`src/rtl/addr_step_pkg.sv`:
```
package addr_step_pkg;
  typedef enum logic {
    DIR_UP   = 1'b0,
    DIR_DOWN = 1'b1
  } step_dir_e;
endpackage

```
`src/rtl/lfsr_updown_next.sv`:
```
module lfsr_updown_next
  import addr_step_pkg::*;
#(
  parameter int                 WIDTH = 3,
  // bit j set: stage Xj feeds the forward feedback (besides X[WIDTH-1])
  parameter logic [WIDTH-2:0]   TAPS  = 2'b01
) (
  input  logic [WIDTH-1:0] cur,
  input  step_dir_e        dir,
  output logic [WIDTH-1:0] nxt
);
  localparam int TOP = WIDTH - 1;

  logic zero_low, zero_high, fb_up, fb_dn;

  // forward: NOR over lower stages splices the all-zero state in
  assign zero_low  = ~|cur[TOP-1:0];
  assign fb_up     = cur[TOP] ^ (^(cur[TOP-1:0] & TAPS)) ^ zero_low;
  // reverse: inverse map, taps seen one stage higher
  assign zero_high = ~|cur[TOP:1];
  assign fb_dn     = cur[0] ^ (^(cur[TOP:1] & TAPS)) ^ zero_high;

  for (genvar i = 0; i < WIDTH; i++) begin : g_stage
    logic src_up, src_dn;
    if (i == 0) begin : g_first
      assign src_up = fb_up;
      assign src_dn = cur[1];
    end else if (i == TOP) begin : g_last
      assign src_up = cur[i-1];
      assign src_dn = fb_dn;
    end else begin : g_mid
      assign src_up = cur[i-1];
      assign src_dn = cur[i+1];
    end
    assign nxt[i] = (dir == DIR_DOWN) ? src_dn : src_up;
  end
endmodule

```
`src/rtl/lfsr_end_detect.sv`:
```
module lfsr_end_detect
  import addr_step_pkg::*;
#(
  parameter int WIDTH = 3
) (
  input  logic [WIDTH-1:0] cur,
  input  step_dir_e        dir,
  output logic             last
);
  localparam logic [WIDTH-1:0] UP_END = {1'b1, {(WIDTH-1){1'b0}}};
  localparam logic [WIDTH-1:0] DN_END = '0;

  always_comb begin
    unique case (dir)
      DIR_UP:   last = (cur == UP_END);
      DIR_DOWN: last = (cur == DN_END);
      default:  last = 1'b0;
    endcase
  end
endmodule

```
`src/rtl/lfsr_addr_stepper.sv`:
```
module lfsr_addr_stepper
  import addr_step_pkg::*;
#(
  parameter int               WIDTH = 3,
  parameter logic [WIDTH-2:0] TAPS  = 2'b01
) (
  input  logic             clk,
  input  logic             rst,
  input  logic             en,
  input  logic             dir_down,
  input  logic             load,
  input  logic [WIDTH-1:0] load_addr,
  output logic [WIDTH-1:0] addr,
  output logic             last
);
  localparam logic [WIDTH-1:0] UP_END = {1'b1, {(WIDTH-1){1'b0}}};

  step_dir_e        dir;
  logic [WIDTH-1:0] state_q, step_nxt;

  assign dir = step_dir_e'(dir_down);

  lfsr_updown_next #(.WIDTH(WIDTH), .TAPS(TAPS)) u_next (
    .cur(state_q), .dir(dir), .nxt(step_nxt)
  );

  lfsr_end_detect #(.WIDTH(WIDTH)) u_end (
    .cur(state_q), .dir(dir), .last(last)
  );

  always_ff @(posedge clk) begin
    if (rst)       state_q <= '0;
    else if (load) state_q <= load_addr;
    else if (en)   state_q <= step_nxt;
  end

  assign addr = state_q;


  reset_zero_chk: assert property (@(posedge clk) rst |=> (addr == '0));


  hold_idle_chk: assert property (@(posedge clk) disable iff (rst)
    (!en && !load) |=> $stable(addr));


  load_take_chk: assert property (@(posedge clk) disable iff (rst)
    load |=> (addr == $past(load_addr)));


  reverse_undo_chk: assert property (@(posedge clk) disable iff (rst)
    (en && !load && !dir_down) ##1 (en && !load && dir_down)
    |=> (addr == $past(addr, 2)));


  up_wrap_chk: assert property (@(posedge clk) disable iff (rst)
    (en && !load && !dir_down && last) |=> (addr == '0));


  down_wrap_chk: assert property (@(posedge clk) disable iff (rst)
    (en && !load && dir_down && last) |=> (addr == UP_END));


  last_shape_chk: assert property (@(posedge clk) disable iff (rst)
    last |-> ($countones(addr) <= 1));
endmodule

```
`config.mk`:
```
export PLATFORM = sky130hd
export DESIGN_NAME = lfsr_addr_stepper
export DESIGN_NICKNAME = d
export VERILOG_FILES = /design/src/rtl/addr_step_pkg.sv /design/src/rtl/lfsr_updown_next.sv /design/src/rtl/lfsr_end_detect.sv /design/src/rtl/lfsr_addr_stepper.sv
export SDC_FILE = /design/constraint.sdc
export NUM_CORES = 1
export LEC_CHECK = 0
export BUFFER_PORTS_ARGS = -buffer_cell sky130_fd_sc_hd__clkbuf_2
export CAP_MARGIN = 20
export CORE_AREA = 2 2 39 41
export DETAILED_ROUTE_END_ITERATION = 8
export DIE_AREA = 0 0 41 43
export MAX_ROUTING_LAYER = met4
export SYNTH_ARGS = -nofsm -noshare
export SYNTH_HDL_FRONTEND = slang
export SYNTH_SLANG_ARGS = --single-unit
```
`constraint.sdc`:
```
create_clock -name clk -period 3.8 [get_ports clk]
set_clock_uncertainty 0.2 [all_clocks]
set_input_delay 0.38 -clock clk [delete_from_list [all_inputs] [get_ports clk]]
set_output_delay 0.38 -clock clk [all_outputs]
set_load 0.05 [all_outputs]
```
Word level (Yosys, flattened, before mapping)
Index checks and enable logic that the tools add are counted.
{"block": "classes", "n_mux": 6, "n_reduce_logical": 8, "bitwise": 5, "n_eq_ne": 1}
{"op": "$mux W3", "n": 2}
{"op": "$reduce_or A2 Y1", "n": 2}
{"op": "$reduce_xor A2 Y1", "n": 2}
{"op": "$xor A1 B1 Y1", "n": 4}
{"op": "$eq A3 B3 Y1 const B", "n": 1}
{"op": "$logic_not A3 Y1", "n": 1}
{"op": "$mux W1", "n": 3}
{"op": "$logic_not A1 Y1", "n": 2}
{"op": "$pmux W1 S2", "n": 1}
{"op": "$reduce_bool A2 Y1", "n": 1}
{"op": "$not A1 Y1", "n": 1}
{"block": "word_totals", "output_inout_bits": 4, "reg_bits": 3, "elab_cells": 21, "in_bits": 8}

Depth between registers and ports, before layout
{"block": "logic_depth", "depth_word": 6, "mapped_depth": 5}

Modules after synthesis
Synthesis repeated with hierarchy kept, for this count alone.
{"block": "hier_totals", "cells_unflattened": 29, "hier_area_um2": 232.7}
{"module": "lfsr_addr_stepper", "cells_each": 13, "instances": 1, "seq_area_each_um2": 60.1, "area_per_inst_um2": 135.1}
{"module": "lfsr_updown_next", "cells_each": 14, "instances": 1, "seq_area_each_um2": 0.0, "area_per_inst_um2": 78.8}
{"module": "lfsr_end_detect", "cells_each": 2, "instances": 1, "seq_area_each_um2": 0.0, "area_per_inst_um2": 18.8}

Worst setup path after synthesis
No wires, ideal clock.
{"block": "synth_path", "path_type": "register -> register", "start": "register state_q[1], in the netlist addr[1]", "end": "register state_q[0], in the netlist addr[0]", "t_required_ns": 3.484, "setup_slack_ns": 1.843, "setup_ns": 0.116, "stages_incl_launch_ff": 6, "synth_period_minus_slack_ns": 1.957, "arrival_time_ns": 1.641, "path_cell_list": "dfxtp_1 > inv_1 > ha_1 > xor2_1 > or3_1 > a41o_1"}
{"block": "synth_via", "elab_chain_cells": 6}
{"item": "start, declared", "line": "lfsr_addr_stepper.sv:19", "rtl": "logic [WIDTH-1:0] state_q, step_nxt;"}
{"item": "start signal, assigned", "line": "lfsr_addr_stepper.sv:33", "rtl": "else if (load) state_q <= load_addr;"}
{"item": "start signal, assigned", "line": "lfsr_addr_stepper.sv:34", "rtl": "else if (en) state_q <= step_nxt;"}
{"item": "$reduce_or A2 Y1", "line": "lfsr_updown_next.sv:17", "rtl": "assign zero_low = ~|cur[TOP-1:0];"}
{"item": "$logic_not A1 Y1", "line": "lfsr_updown_next.sv:17"}
{"item": "$xor A1 B1 Y1", "line": "lfsr_updown_next.sv:18", "rtl": "assign fb_up = cur[TOP] ^ (^(cur[TOP-1:0] & TAPS)) ^ zero_low;"}
{"item": "$mux W1 (*)", "line": "lfsr_updown_next.sv:35", "rtl": "assign nxt[i] = (dir == DIR_DOWN) ? src_dn : src_up;"}
{"item": "$mux W3 (*)", "line": "lfsr_addr_stepper.sv:34"}
{"item": "$mux W3 (*)", "line": "lfsr_addr_stepper.sv:33"}
Every way passes the cells marked *; elsewhere a longest branch is shown, timed or not. The select of a mux whose other input is x is not followed.
A chain may end at the register's enable or synchronous reset.

Worst setup path in the final report
{"block": "layout_path", "start": "register state_q[0], in the netlist addr[0]", "end": "output last"}
{"block": "layout_via", "elab_chain_cells": 2}
{"item": "$eq A3 B3 Y1 or $logic_not A3 Y1 (tied branches)", "line": "lfsr_end_detect.sv:15, lfsr_end_detect.sv:16"}
{"item": "$pmux W1 S2 (*)", "line": "lfsr_end_detect.sv:14", "rtl": "unique case (dir)"}
{"item": "end, declared", "line": "lfsr_addr_stepper.sv:14", "rtl": "output logic last"}
Every way passes the cells marked *; elsewhere a longest branch is shown, timed or not.

==> impl_metrics.json <==
{
  "wl_per_cell_um": 8.85,
  "finalWorstSetupSlack_ns": 1.94,
  "yosysTopAreaCell": "dfxtp_1",
  "synth_area_um2": 258,
  "drt-pass1-iter-count": 3,
  "cts_root_buffer": "clkbuf_4",
  "ys_ff_latch": 3,
  "worstPathArrival_ns": 1.28,
  "clk_latency_ns": 0.24,
  "postCtsSetupBuffers": 0,
  "synthSimpleGateAreaFrac_pct": 26.2,
  "synthDistinctLibCells": 20,
  "cp_slowest_cell": "dfxtp_1",
  "slowest_delay_ns": 0.39,
  "path_clk_slew_ns": 0.04,
  "clock-sinks": 3,
  "critPathKind": "flop to output pin",
  "rsz0062_at_grt": "false",
  "grt-ovfl-total": 0,
  "gp_congestion": 0.739,
  "synth_cells": 32,
  "critPathBufInv": 2,
  "portBuffers": 11,
  "synthMuxAreaShare_pct": 3.88,
  "drc_errors": 0,
  "hold_violations": 0,
  "cp.required_ns": 3.22,
  "synth_top_family_by_area": "simple AND/OR/NAND/NOR gates",
  "grt_pass1_vias": 263,
  "synth_top_area_share_pct": 23.3,
  "largest_register_ffs": 3,
  "status": "complete, no violations",
  "cts_buffer_depth": 2,
  "crit_family": "flip-flops",
  "grt_usage_pct": 8.42,
  "pre_cts_ws_ns": 2.12,
  "cts_buffers": 3,
  "cellLeakagePower_nw": 0.163,
  "peakVddDrop_mv": 0.180,
  "drtIter0Drc": 7,
  "crit_chain": "inv_1 -> ha_1 -> and2_1 -> clkbuf_2",
  "core_area_um2": 1380,
  "cp_max_fo": 6,
  "dp_hpwl_um": 425,
  "tightest_slew_ns": 0.281,
  "die_width_um": 41,
  "dr_total_vias": 262,
  "initial_utilization_pct": 18.6,
  "areaGrowthSynthToFinish_pct": 30.6,
  "layout_min_cycle_time_ns": 1.86,
  "syn_area_per_cell_um2": 8.05,
  "synth_warnings": 0,
  "htreeDepth": 1,
  "wl_um": 540,
  "drive_gt1_share_pct": 33.3,
  "die_area_um2": 1760,
  "fin_cells": 61,
  "synthAdderAreaFrac_pct": 4.85,
  "ctsHoldBuffers": 0,
  "grt_max_degree": 8,
  "synthesis.nets": 41,
  "power_density_nw_per_um2": 418,
  "ctsResizeCount": 0,
  "hold_slack_ns": 0.152,
  "grt_pass1_wl_um": 972,
  "relSlewSlack_pct": 81.4,
  "rows": 14,
  "maxCapViolations": 0,
  "cp-start-kind": "flop",
  "ys_seq_area_share_pct": 23.3,
  "tritoncts": "done",
  "setup_viol": 0,
  "synth.area.top_cells": "dfxtp_1 (23%), buf_6 (8.7%), nand2b_1 (7.3%), xor2_1 (6.8%), nor2_1 (5.8%)",
  "die_y_um": 43,
  "avgViaCountPerCell": 4.30,
  "synthXorXnorAreaFrac_pct": 6.80,
  "antenna_found_initial": 0,
  "antenna_cells": 0,
  "drtAntennaViolNets": 0,
  "fmax_ghz": 0.539,
  "hp-class": "input pin to flop",
  "placed_cells": 57,
  "drv_slew": 0,
  "tns_ns": 0,
  "finalNetCount": 55,
  "cp-end-kind": "output pin",
  "fin_crit_sh_pct": 48.8,
  "synth_compound_area_share_pct": 23.3,
  "ios": 12
}
final timing paths:
kind                         from                    to  slack [ns]  depth (start not counted)
max reg2reg  addr[0]$_SDFFE_PP0P_  addr[0]$_SDFFE_PP0P_        2.11                          5
min reg2reg  addr[1]$_SDFFE_PP0P_  addr[2]$_SDFFE_PP0P_        0.38                          2
min                           rst  addr[2]$_SDFFE_PP0P_        0.15                          2
max          addr[0]$_SDFFE_PP0P_                  last        1.94                          4
cells in the mapped netlist:
cell type / number
or3_1: 1
buf_6: 2
mux2i_1: 1
a31oi_1: 1
a21oi_1: 2
nand2_1: 2
nor2_1: 4
nand2b_1: 3
nand4b_1: 1
a211o_1: 1
a41o_1: 1
o31ai_1: 1
inv_1: 2
ha_1: 1
dfxtp_1: 3
nand3_1: 1
xor2_1: 2
and2_1: 1
o31a_2: 1
a211oi_1: 1
placed cells by master, fill, tap and decap left out:
cell and instances:
clkbuf_2 11, nor2_1 4, nand2b_1 3, dfxtp_1 3, clkbuf_4 3, inv_1 2, xor2_1 2, nand2_1 2
a21oi_1 2, and2_1 1, mux2i_1 1, a211o_1 1, nand3_1 1, o31a_2 1, o31ai_1 1, a211oi_1 1
nand4b_1 1, or3_1 1, a31oi_1 1, a41o_1 1, ha_1 1, clkbuf_1 1
per-stage QoR:
stage	cell area [um^2]	utilization [%]	total power, mW
2_1_floorplan	258	-	0.0736
4_1_cts	337	24.3	0.143
3_5_place_dp	310	22.4	0.0830
6_report	337	24.3	0.141
3_3_place_gp	310	22.4	0.0827
5_1_grt	337	24.3	0.151
routing by layer:
layer | vias up | track usage, % | share of wire, %
li1 | 138 | - | -
met1 | 110 | 9.90 | 44
met2 | 12 | 10.9 | 41
met3 | 2 | 3.66 | 10
met4 | 0 | 6.00 | 3.7
met5 | - | - | 0
cell type report:
class | instances | area (um^2)
clock buffers | 4 | 26.3
fillers | 165 | 1050
well taps | 16 | 20.0
repair buffers | 11 | 55.1
multi-input cells | 25 | 168
flip-flops and latches | 3 | 60.1
inverters | 2 | 7.51
report_power, final:
part           switching [mW]  internal, mW  leakage (nW)
registers             0.00399        0.0343        0.0249
logic                  0.0280        0.0158         0.123
clock network          0.0190        0.0395        0.0150
kinds of logic (layout without fill, tap and decap cells):
kind of cell / Yosys count / in the layout
simple gates: 13 / 13
compound gates: 8 / 8
buf+inv: 4 / 17
flops: 3 / 3
xor+xnor: 2 / 2
fa+ha+maj: 1 / 1
mux: 1 / 1
Power figures use the tool's default switching activity.
